--- config.mk ---
export PLATFORM = sky130hd
export DESIGN_NAME = irq_sequencer
export DESIGN_NICKNAME = d
export VERILOG_FILES = /design/src/rtl/irq_sequencer.sv
export SDC_FILE = /design/constraint.sdc
export NUM_CORES = 1
export LEC_CHECK = 0
export CORE_UTILIZATION = 65
export CTS_BUF_LIST = sky130_fd_sc_hd__clkbuf_16
export CTS_CLUSTER_SIZE = 25
export DETAILED_ROUTE_END_ITERATION = 6
export DONT_BUFFER_PORTS = 1
export HOLD_SLACK_MARGIN = 0.12
export PLACE_DENSITY = 0.81
export SKIP_LAST_GASP = 1
export SLEW_MARGIN = 20
export SYNTH_ARGS = -nofsm -noshare
export SYNTH_HDL_FRONTEND = slang
export SYNTH_SLANG_ARGS = --single-unit
--- constraint.sdc ---
create_clock -name clk -period 5.1 [get_ports clk]
set_input_delay 0.255 -clock clk [delete_from_list [all_inputs] [get_ports clk]]
set_output_delay 0.255 -clock clk [all_outputs]
set_load 0.1 [all_outputs]
--- src/rtl/irq_sequencer.sv ---
module irq_sequencer #(
  parameter int ADDR_W = 32,
  parameter logic [ADDR_W-1:0] FIQ_VEC = 'h1C,
  parameter logic [ADDR_W-1:0] IRQ_VEC = 'h18
) (
  input  logic              clk,
  input  logic              rst_n,
  input  logic              fiq_req_i,
  input  logic              irq_req_i,
  input  logic              boundary_i,
  input  logic [ADDR_W-1:0] next_pc_i,
  input  logic              eret_i,
  output logic              take_o,
  output logic [ADDR_W-1:0] vec_o,
  output logic              ret_valid_o,
  output logic [ADDR_W-1:0] ret_pc_o,
  output logic [4:0]        mode_o,
  output logic              fmask_o,
  output logic              imask_o
);
  localparam logic [4:0] MODE_USR = 5'b10000;
  localparam logic [4:0] MODE_FIQ = 5'b10001;
  localparam logic [4:0] MODE_IRQ = 5'b10010;

  // status word: {F, I, mode}
  logic [6:0]        sr_q, spsr_fiq, spsr_irq;
  logic [ADDR_W-1:0] lr_fiq, lr_irq;

  logic              in_fiq, in_irq, ret_ok, go_fiq, go_irq;
  logic [6:0]        eff_sr;
  logic [ADDR_W-1:0] bank_lr, link_val;

  assign in_fiq   = sr_q[4:0] == MODE_FIQ;
  assign in_irq   = sr_q[4:0] == MODE_IRQ;
  assign ret_ok   = eret_i && (in_fiq || in_irq);
  assign bank_lr  = in_fiq ? lr_fiq : lr_irq;
  assign eff_sr   = ret_ok ? (in_fiq ? spsr_fiq : spsr_irq) : sr_q;
  assign link_val = ret_ok ? bank_lr : next_pc_i;
  assign go_fiq   = boundary_i && fiq_req_i && !eff_sr[6];
  assign go_irq   = boundary_i && irq_req_i && !eff_sr[5] && !go_fiq;

  assign mode_o  = sr_q[4:0];
  assign fmask_o = sr_q[6];
  assign imask_o = sr_q[5];

  always_ff @(posedge clk) begin
    if (!rst_n) begin
      sr_q        <= {2'b00, MODE_USR};
      spsr_fiq    <= '0;
      spsr_irq    <= '0;
      lr_fiq      <= '0;
      lr_irq      <= '0;
      take_o      <= 1'b0;
      ret_valid_o <= 1'b0;
      vec_o       <= '0;
      ret_pc_o    <= '0;
    end else begin
      take_o      <= go_fiq || go_irq;
      ret_valid_o <= ret_ok && !go_fiq && !go_irq;
      if (go_fiq) begin
        spsr_fiq <= eff_sr;
        lr_fiq   <= link_val;
        sr_q     <= {2'b11, MODE_FIQ};
        vec_o    <= FIQ_VEC;
      end else if (go_irq) begin
        spsr_irq <= eff_sr;
        lr_irq   <= link_val;
        sr_q     <= {eff_sr[6], 1'b1, MODE_IRQ};
        vec_o    <= IRQ_VEC;
      end else if (ret_ok) begin
        sr_q     <= eff_sr;
        ret_pc_o <= bank_lr;
      end
    end
  end

  AST_TAKE_ONLY_AT_BOUNDARY: assert property (@(posedge clk) disable iff (!rst_n)
    take_o |-> $past(boundary_i));
  AST_FIQ_ENTRY_STATE: assert property (@(posedge clk) disable iff (!rst_n)
    (take_o && vec_o == FIQ_VEC) |-> (mode_o == MODE_FIQ && fmask_o && imask_o));
  AST_IRQ_ENTRY_STATE: assert property (@(posedge clk) disable iff (!rst_n)
    (take_o && vec_o == IRQ_VEC) |-> (mode_o == MODE_IRQ && imask_o));
  AST_FIQ_WINS: assert property (@(posedge clk) disable iff (!rst_n)
    (take_o && vec_o == IRQ_VEC && !$past(eret_i)) |-> !($past(fiq_req_i) && !$past(fmask_o)));
  AST_ENTRY_OVER_RETURN: assert property (@(posedge clk) disable iff (!rst_n)
    !(take_o && ret_valid_o));
  AST_USER_ERET_IGNORED: assert property (@(posedge clk) disable iff (!rst_n)
    ($past(eret_i) && $past(mode_o) == MODE_USR) |-> !ret_valid_o);
endmodule

[Word-level counts from Yosys, hierarchy flattened]
Cells that the tools add are included.
Widths: inputs -> output; s select.
Word-level totals
  register bits after elaboration: 122
  input port bits: 38
  output and inout bits: 73
  logic and storage cells: 46
Operators by class
  equality and inequality tests: 2
  muxes and demuxes: 9
  bitwise logic cells: 3
  reduce and logical (&&, ||, !) cells: 21
Operators by type and width (count)
  $mux 32: 2
  $mux 7: 5
  $eq 5x5->1 const B: 2
  $mux 5: 2
  $logic_and 1x1->1: 8
  $logic_not 1->1: 4
  $reduce_bool 2->1: 2
  $not 1->1: 3
  $reduce_and 3->1: 1
  $reduce_bool 3->1: 1
  $reduce_or 3->1: 1
  $logic_or 1x1->1: 2
  $reduce_and 2->1: 1
  $reduce_or 2->1: 1

[Depth between registers and ports, before layout]
Gate-level depths: netlist of run 1.
  depth after elaboration: 10
  gate-level depth with buffers: 8

[Least setup slack after synthesis of run 1]
No wires, ideal clock.
  kind: register to register
  from: register sr_q[3]
  to: register ret_pc_o[10]
  library setup time: 0.072 ns
  arrival: 2.585 ns
  required time: 5.028 ns
  slack: 2.443 ns
  cell stages (with the launch flop): 8
  path buffers: 2
  period minus slack after synthesis: 2.657 ns
  cells stage by stage: dfxtp_1 and4bb_4 and3_2 a22o_1 buf_6 nor3_4 buf_8 mux2i_1
On the way
  word-level cells in the longest chain between the ends: 10
Ends and longest elaborated chain
  start, declared: line 26  | logic [6:0] sr_q, spsr_fiq, spsr_irq;
  start signal, assigned: line 48  | sr_q <= {2'b00, MODE_USR};
  start signal, assigned: line 63  | sr_q <= {2'b11, MODE_FIQ};
  start signal, assigned: line 68  | sr_q <= {eff_sr[6], 1'b1, MODE_IRQ};
  $eq 5x5->1, on equally long branches: line 33, 34
  $logic_or 1x1->1: line 35  | assign ret_ok = eret_i && (in_fiq || in_irq);
  $logic_and 1x1->1: line 35
  $mux 7: line 37  | assign eff_sr = ret_ok ? (in_fiq ? spsr_fiq : spsr_irq) : sr_q;
  $logic_not 1->1: line 39  | assign go_fiq = boundary_i && fiq_req_i && !eff_sr[6];
  $logic_and 1x1->1: line 39
  $logic_not 1->1: line 40  | assign go_irq = boundary_i && irq_req_i && !eff_sr[5] && !go_fiq;
  $logic_and 1x1->1: line 40
  $not 1->1 (no line)
  $reduce_and 3->1 (no line)
  end signal, assigned: line 72  | ret_pc_o <= bank_lr;
  end, declared: line 16  | output logic [ADDR_W-1:0] ret_pc_o,
Several ways; a longest one is shown, not always the timed one.
A chain may end at the register's enable or synchronous reset.

[Final worst setup path of run 1]
  from: register sr_q[3]
  to: register lr_irq[7]
On the way
  word-level cells in the longest chain between the ends: 9
Ends and longest elaborated chain
  $eq 5x5->1, on equally long branches: line 33, 34
  $logic_or 1x1->1: line 35
  $logic_and 1x1->1: line 35
  $mux 7: line 37
  $logic_not 1->1: line 39
  $logic_and 1x1->1: line 39
  $logic_not 1->1: line 40
  $logic_and 1x1->1: line 40
  $reduce_and 2->1 (no line)
  end signal, assigned: line 67  | lr_irq <= link_val;
  end, declared: line 27  | logic [ADDR_W-1:0] lr_fiq, lr_irq;
Several ways; a longest one is shown, not always the timed one.

==> flow_summary.yaml, run 1 <==
outcome:
  status: "finished, final reports clean"
cells_and_area:
  syn_to_final_growth_pct: 14.6
  fin_nets: 623
  final_common_cell: "dfxtp_1"
  instances_no_fill: 700
  antenna_cells: 0
  most-common-layout-cells: "dfxtp_1 (120), nand2_1 (106), mux2i_1 (62)"
  final_layout_size_suffix_gt1_frac: 0.144
  final_area_um2: 6070
yosys:
  synth_top_area_frac: 0.457
  ys_seq_area_frac: 0.457
  synth_top_cell_by_area: "dfxtp_1"
  async_flop_share: 0
  netlist_area_um2: 5300
  synth_warnings: 0
  ys_ff_latch: 121
  syn_inst: 573
  ys_types: 40
  avgSynthCellArea_um2: 9.25
  synth_area_leaders: "dfxtp_1 (46%), mux2i_1 (12%), nand2_1 (7.6%)"
  synth_ff_type: "dfxtp_1"
  synth_edf_count: 0
clock_tree:
  hold_buffers: 31
  root_buffer: "clkbuf_16"
  cts_tree: "built"
  worstSkewPairLatency_ps: 410
  clock-sinks: 121
  htree_levels: 4
  cts_buffers: 17
  clk_pin_slew_ps: 50
  cts_max_path_buffers: 2
  post_cts_resized: 0
  postCtsSetupBuffers: 0
job:
  drv_cap: 0
route:
  drt-pass1-iter-count: 5
  vias: 4216
  drtIter0Drc: 298
  wire_per_inst_um: 17.5
  ant_nets: 0
  viasPerCell: 6.02
  wirelength_um: 12200
  drc: 0
power:
  finalPower_uw: 3850
  p_leak_uw: 0.00229
  peakVddDrop_mv: 0.314
  p_per_area_nw_per_um2: 633
global_route:
  grt_usage: 0.301
  grt_antenna_before_repair: 0
  grt_pass1_wl_um: 20200
  grt_pass1_vias: 4193
  grt_max_degree: 138
  grt_overflow: 0
floorplanning:
  die_area_um2: 8520
  rows: 32
  io_pins: 111
  die_y_um: 92.3
  fp.dieW_um: 92.3
  core_region_area_um2: 7810
  initial_core_util: 0.679
placed_design:
  portBuffers: 0
  placed_cells: 637
  placed_area_um2: 5140
  gp_congestion: 0.782
  place_hpwl_um: 6690
sta:
  slew_violations: 0
  hold_viol: 0
  setup-violations-final: 0
  layout_worst_path_cycle_share: 0.695
  fmax_ghz: 0.282
  rsz0062_at_grt: "false"
  tightest_slew_ps: 1030
  fin_crit_ps: 3540
  finalClockSkew_ps: 6.58
  tns_ps: 0
  relSlewSlack: 0.315
setup_path:
  worstSetupStartpoint: "sr_q[3]"
  worstSetupEndpointType: "flip-flop"
  path_class: "flip-flop to flip-flop"
  critPathLaunchType: "flip-flop"
  arrival_ps: 3850
  cp.required_ps: 5400
  crit_fanout: 45
  reg2reg_depth: 6
  timing.rr.start: "sr_q[3]"
worst_hold_path:
  hp-class: "input port to flip-flop"
  hold_start: "next_pc_i[31]"
  whs_path_depth: 3
==> worst paths after layout <==
check	end	slack (ps)
worst max-delay path	lr_irq[7]	1560
worst min-delay path	lr_fiq[31]	140
worst min register to register	spsr_irq[5]	450
worst max register to register	lr_irq[7]	1560
==> worst max-delay path, cell delays in order, from the launching register on <==
cell      delay, ps
dfxtp_1         990
and4bb_4        370
and3_2          230
a22oi_2         170
buf_4           460
nand3_2         720
o22ai_1         470
==> power breakdown <==
| part | internal [µW] | switching (µW) |
|---|---|---|
| clock | 808 | 423 |
| combinational | 404 | 759 |
| sequential | 1110 | 345 |
==> synth_stat cells, types with 2 or more instances <==
cell type,number
a211oi_1,3
a21oi_1,5
a22oi_2,2
a2bb2oi_1,2
a31o_2,4
a31oi_1,2
and3_1,3
and3_2,2
buf_2,5
buf_4,33
buf_6,2
buf_8,3
clkbuf_1,30
dfxtp_1,121
mux2_2,31
mux2i_1,62
nand2_1,107
nand2_2,2
nand2b_1,2
nand3_1,38
nor2_1,14
nor3_1,7
o21a_1,4
o21ai_0,37
o22ai_1,37
==> state kept, by name, summed over array words and instances (netlist names) <==
name,cells
lr_fiq,32
lr_irq,32
ret_pc_o,32
ret_valid_o,1
spsr_fiq,7
spsr_irq,7
sr_q,7
take_o,1
vec_o,2
==> layer usage <==
layer  vias to the layer above  wire length (µm)  track usage
met5                         -                 0            0
met4                         0               232        0.133
met3                        25               880       0.0813
met2                       191              5980        0.489
met1                      2022              5150        0.375
li1                       1978                 -            -
==> cells by family after synthesis <==
family / after synthesis / synth area share
AOI/OAI and AO/OA: 101 / 0.119
other: 1 / 0.000707
xor gates and xnor gates: 1 / 0.00165
buffers and inverters: 74 / 0.0861
and+or+nand+nor: 182 / 0.152
DFF: 121 / 0.457
muxes: 93 / 0.183
==> metrics by stage <==
step	util	hold WS, ps	worst slack, ps
6_report	0.778	137	1560
5_1_grt	0.778	147	1420
2_1_floorplan	-	410	2440
3_5_place_dp	0.658	348	1680
3_3_place_gp	0.658	340	1720
4_1_cts	0.778	136	1670
==> final cells by class <==
type | instances | area, µm²
multi-input cells | 406 | 2530
flip-flops and latches | 121 | 2420
fillers | 524 | 1730
clock buffers | 17 | 425
repair buffers | 38 | 380
clock inverters | 15 | 184
well taps | 102 | 128
inverters | 1 | 3.75
No activity file was read; power rests on OpenSTA's default activity.
==> run 2, diff against run 1 <==
Settings changed: CORE_UTILIZATION 65 to 63, PLACE_DENSITY 0.81 to 0.79.
Clock period 5.1 ns to 3.3 ns, I/O delays scaled along.
==> run 2 against run 1 <==
Sequential power increased by 48%. Utilization decreased by 1.8 points. Sequential share of layout area shrank 0.90 points. Clock-buffer cell count unchanged. Via count grew 0.45%. Final cell count up 2.0%. Critical endpoint is now lr_irq[2].
==> flow_summary.yaml, run 2 (synthesis results as in run 1) <==
sta:
  finalClockSkew_ps: 8.21
  fmax_ghz: 0.385
  tns_ps: 0
  tightest_slew_ps: 1020
  fin_crit_ps: 2600
  setup-violations-final: 0
  rsz0062_at_grt: "false"
  slew_violations: 0
  relSlewSlack: 0.322
  hold_viol: 0
  layout_worst_path_cycle_share: 0.787
floorplanning:
  die_y_um: 93.7
  rows: 33
  initial_core_util: 0.648
  io_pins: 111
  die_area_um2: 8790
  core_region_area_um2: 8180
  fp.dieW_um: 93.7
cells_and_area:
  antenna_cells: 0
  nFillCells: 540
  most-common-layout-cells: "dfxtp_1 (120), nand2_1 (107), mux2i_1 (62)"
  final_layout_size_suffix_gt1_frac: 0.146
  reg_top3: "lr_fiq: 32 flops, lr_irq: 32 flops, ret_pc_o: 32 flops"
  fin_util: 0.760
  multi_input_area_um2: 2530
  instances_no_fill: 714
  syn_to_final_growth_pct: 17.2
  seq_area_um2: 2420
  final_common_cell: "dfxtp_1"
  fin_nets: 634
route:
  viasPerCell: 5.93
  drt-pass1-iter-count: 6
  vias: 4235
  drtIter0Drc: 291
  wirelength_um: 12200
  wire_per_inst_um: 17.1
  ant_nets: 0
  drc: 0
clock_tree:
  clock-sinks: 121
  cts_max_path_buffers: 2
  cts_buffers: 17
  clk_pin_slew_ps: 50
  cts_tree: "built"
  htree_levels: 4
  postCtsSetupBuffers: 0
  worstSkewPairLatency_ps: 410
  root_buffer: "clkbuf_16"
  post_cts_resized: 0
job:
  drv_cap: 0
setup_path:
  crit_fanout: 35
  path_cells: "and4bb_4 > and3_2 > a22o_1 > nand3_2 > o22ai_1"
  cp.depth: 5
  rrSetupSlack_ps: 700
  max_stage_delay_ps: 740
  slowest_stage: "nand3_2"
  cp.buffers_inverters: 0
  worstSetupEndpointType: "flip-flop"
  cp-endpoint: "lr_irq[2]"
  critPathTopFamily: "simple AND/OR/NAND/NOR gates"
  arrival_ps: 2910
  critPathLaunchType: "flip-flop"
  timing.rr.start: "sr_q[3]"
  cp.required_ps: 3610
  path_class: "flip-flop to flip-flop"
  rr_endpoint: "lr_irq[2]"
  reg2reg_depth: 5
  worstSetupStartpoint: "sr_q[3]"
power:
  p_per_area_nw_per_um2: 986
  p_leak_uw: 0.00238
  p_sw_uw: 2350
  pwr-share-comb: 0.322
  pwr-share-seq: 0.350
  peakVddDrop_mv: 0.516
  p_sw_frac: 0.383
  p_int_uw: 3780
  clkPwrFrac: 0.328
placed_design:
  place_hpwl_um: 7030
  gp_congestion: 0.889
  portBuffers: 0
  placed_cells: 648
worst_hold_path:
  hp-class: "input port to flip-flop"
global_route:
  grt_pass1_vias: 3990
  grt_usage: 0.290
  grt_pass1_wl_um: 19600
  grt_max_degree: 138
  grt_antenna_before_repair: 0
  grt_overflow: 0
outcome:
  status: "finished, final reports clean"
## run 2: cell type report
type                    count  area share
multi-input cells         406       0.407
flip-flops and latches    121       0.390
repair buffers             49      0.0777
clock buffers              17      0.0685
clock inverters            15      0.0346
well taps                 105      0.0211
inverters                   1    0.000604
## run 2: routing by layer
layer  global-route usage  part of all wire  up-vias
met1                0.354              0.41     2049
met3               0.0906             0.075       17
li1                     -                 -     1995
met5                    0                 0        -
met4               0.0974             0.014        0
met2                0.484              0.50      174
## run 2: power groups by stage
stage	clock (µW)	sequential [µW]	combinational (µW)
after detailed placement	0	2170	1880
after CTS	2020	2140	1950
final	2010	2140	1970
after floorplan	0	2310	1470
after global placement	0	2150	1850
after global routing	2080	2170	2090
## run 2: worst register-to-register path: stages (launching register included)
cell,delay [ps]
dfxtp_1,330
and4bb_4,380
and3_2,220
a22o_1,370
nand3_2,740
o22ai_1,450
## run 2: what timing repair did
item                                    CTS  global route
hold buffers                             34             0
hold endpoints to repair                107             0
endpoints found under the setup margin    0             0
## run 2: metrics by stage
step,instance area (µm²),total power [µW],hold WS [ps],worst slack [ps]
2_1_floorplan,5410,3780,367,643
3_3_place_gp,5220,4000,253,902
3_5_place_dp,5220,4050,265,821
4_1_cts,6210,6120,176,761
5_1_grt,6210,6350,200,573
6_report,6210,6130,131,704
## run 2: worst min-delay path by stage
stage / start / endpoint / slack, ps / depth (start not counted)
finish: rst_n / sr_q[4] / 130 / 2
global route: rst_n / sr_q[4] / 200 / 2
CTS: eret_i / sr_q[2] / 180 / 3
detailed placement: rst_n / sr_q[4] / 270 / 1
global placement: rst_n / sr_q[4] / 250 / 1
floorplan: rst_n / ret_valid_o / 370 / 2
==> run 3, diff against run 2 <==
Settings changed: ABC_AREA set to 1, CORE_UTILIZATION 63 to 57, PLACE_DENSITY 0.79 to 0.75.
Clock period 3.3 ns to 2.19 ns, I/O delays scaled along.
==> run 3 against run 2 <==
First-iteration DRC count shrank 14%. Area after synthesis grew 5.9%. Largest power group is now the clock network. Register-to-register slack lost 500 ps.
==> flow_summary.yaml, run 3 <==
yosys:
  ys_seq_area_frac: 0.431
  synth_edf_count: 0
  synth_top_cell_by_area: "dfxtp_1"
  synth_top_family_by_area: "simple AND/OR/NAND/NOR gates"
  yosysMostFrequentCell: "nand2_1"
  synthMuxAreaShare: 0
  netlist_area_um2: 5620
  synth_area_leaders: "dfxtp_1 (43%), nand2_1 (17%), nor2_1 (9.0%)"
  synth_ff_type: "dfxtp_1"
  ys_types: 24
  synth_warnings: 0
  synth_top_area_frac: 0.431
  ys_ff_latch: 121
  avgSynthCellArea_um2: 6.66
  synth_xor_area_frac: 0
  yosys.area_share.simple: 0.362
  synthAdderAreaFrac: 0
  synth_common_cells: "nand2_1 (253), nor2_1 (134), dfxtp_1 (121)"
  synth_compound_area_frac: 0.0838
  async_flop_share: 0
  syn_inst: 843
power:
  p_per_area_nw_per_um2: 953
  p_sw_uw: 2130
  p_int_uw: 4370
  peakVddDrop_mv: 0.742
  pwr-share-seq: 0.375
  clkPwrFrac: 0.395
  finalPower_uw: 6500
  p_leak_uw: 0.00323
  pwr-share-comb: 0.230
  p_sw_frac: 0.328
floorplanning:
  die_area_um2: 10300
  core_region_area_um2: 9370
  rows: 35
  io_pins: 111
  die_y_um: 101
  initial_core_util: 0.599
  fp.dieW_um: 101
setup_path:
  arrival_ps: 2320
  critPathLaunchType: "flip-flop"
  worstSetupEndpointType: "flip-flop"
  path_cells: "inv_1 > nand2_1 > nand2_1 > nand3_2 > nand2_1 > nand3_2 > inv_2 > buf_4 > o21ai_0 > a21oi_1"
  max_stage_delay_ps: 330
  path_class: "flip-flop to flip-flop"
  rrSetupSlack_ps: 200
  cp.required_ps: 2520
  crit_top_cell: "nand2_1"
  crit_fanout: 18
  slowest_stage: "dfxtp_2"
route:
  wirelength_um: 13100
  ant_nets: 0
  drc: 0
  drt-pass1-iter-count: 5
  wire_per_inst_um: 12.6
  viasPerCell: 5.11
  drtIter0Drc: 251
  vias: 5320
sta:
  slew_violations: 0
  fmax_ghz: 0.502
  layout_worst_path_cycle_share: 0.909
  tns_ps: 0
  fin_crit_ps: 1990
  tightest_slew_ps: 545
  setup-violations-final: 0
  hold_viol: 0
  relSlewSlack: 0.640
  rsz0062_at_grt: "false"
  finalClockSkew_ps: 7.83
global_route:
  grt_pass1_wl_um: 21800
  grt_max_degree: 113
  grt_pass1_vias: 4905
  grt_antenna_before_repair: 0
  grt_usage: 0.273
  grt_overflow: 0
clock_tree:
  htree_levels: 4
  clock-sinks: 121
  cts_tree: "built"
  root_buffer: "clkbuf_16"
  cts_max_path_buffers: 2
  worstSkewPairLatency_ps: 410
  cts_buffers: 17
  clk_pin_slew_ps: 50
cells_and_area:
  final_area_um2: 6820
  fin_nets: 938
  fin_util: 0.728
  antenna_cells: 0
  most-common-layout-cells: "nand2_1 (253), nor2_1 (134), dfxtp_1 (115)"
  final_layout_size_suffix_gt1_frac: 0.121
  syn_to_final_growth_pct: 21.4
  nFillCells: 722
  reg_top3: "lr_fiq: 32 flops, lr_irq: 32 flops, ret_pc_o: 32 flops"
  final_common_cell: "nand2_1"
placed_design:
  place_hpwl_um: 8070
  portBuffers: 0
  gp_congestion: 0.807
  placed_area_um2: 5930
job:
  drv_cap: 0
worst_hold_path:
  hp-class: "input port to flip-flop"
outcome:
  status: "finished, final reports clean"
==> run 3: cell types whose count changed after synthesis, moves of 13 or more <==
cell     change
mux2_2      -31
inv_1       +51
nand4_1     +13
mux2i_1     -62
a21oi_1     +29
o22ai_1     -35
nor2_1     +120
nand3_1     +25
nand2_1    +146
o21ai_1     +15
==> run 3: cell families (layout without fill, tap and decap cells) <==
kind of cell           after synthesis  after routing
flip-flops                         121            121
AND/OR/NAND/NOR                    487            487
buffers and inverters              141            182
other                                1             29
AO/OA/AOI/OAI                       93             93
==> run 3: power groups by stage <==
stage / registers (µW) / clock network, µW / logic [µW]
detailed placement: 2480 / 0 / 1390
CTS: 2430 / 2580 / 1490
finish: 2440 / 2570 / 1490
floorplan: 2760 / 0 / 932
global route: 2450 / 2700 / 1630
global placement: 2470 / 0 / 1370
==> run 3: worst paths after layout <==
kind         cells past startpoint          end   startpoint
max                             10  spsr_fiq[4]      sr_q[0]
max reg2reg                     10  spsr_fiq[4]      sr_q[0]
min reg2reg                      2  spsr_irq[5]  spsr_irq[5]
min                              3  spsr_irq[2]        rst_n
==> run 3: area by class of cell <==
| cell class | instances | area [µm²] | share of cell area |
|---|---|---|---|
| clock buffer | 17 | 425 | 0.0624 |
| timing repair buffer | 93 | 850 | 0.125 |
| clock inverter | 14 | 118 | 0.0173 |
| inverter | 58 | 218 | 0.0319 |
| multi-input combinational | 609 | 2620 | 0.384 |
| sequential | 121 | 2430 | 0.356 |
| tap | 129 | 161 | 0.0237 |
==> run 3: metal layers <==
layer  up-vias  share of wire  track usage
met5         -              0            0
met4         0          0.020        0.122
met3        23          0.068       0.0711
met2       198           0.49        0.467
met1      2384           0.42        0.323
li1       2715              -            -
==> run 3: per-stage QoR <==
step           cells  setup slack, ps  hold WS (ps)
3_5_place_dp     978              247           221
3_3_place_gp     978              307           216
6_report        1041              199           116
4_1_cts         1041              130           122
2_1_floorplan    871              129           303
5_1_grt         1041             2.87           146
==> run 3: worst max-delay path: cells and delay by family (launching register included) <==
family,cells,cell delay (ps)
flip-flops,1,330
AND/OR/NAND/NOR,5,710
AO/OA/AOI/OAI,2,290
buffers and inverters,3,560
==> run 3: repair_timing <==
| item | CTS | global route |
|---|---|---|
| buffers inserted | 0 | 0 |
| endpoints found under the hold margin | 119 | 0 |
| gates resized for setup | 0 | 1 |
| endpoints found under the setup margin | 0 | 1 |
| hold buffers | 32 | 0 |
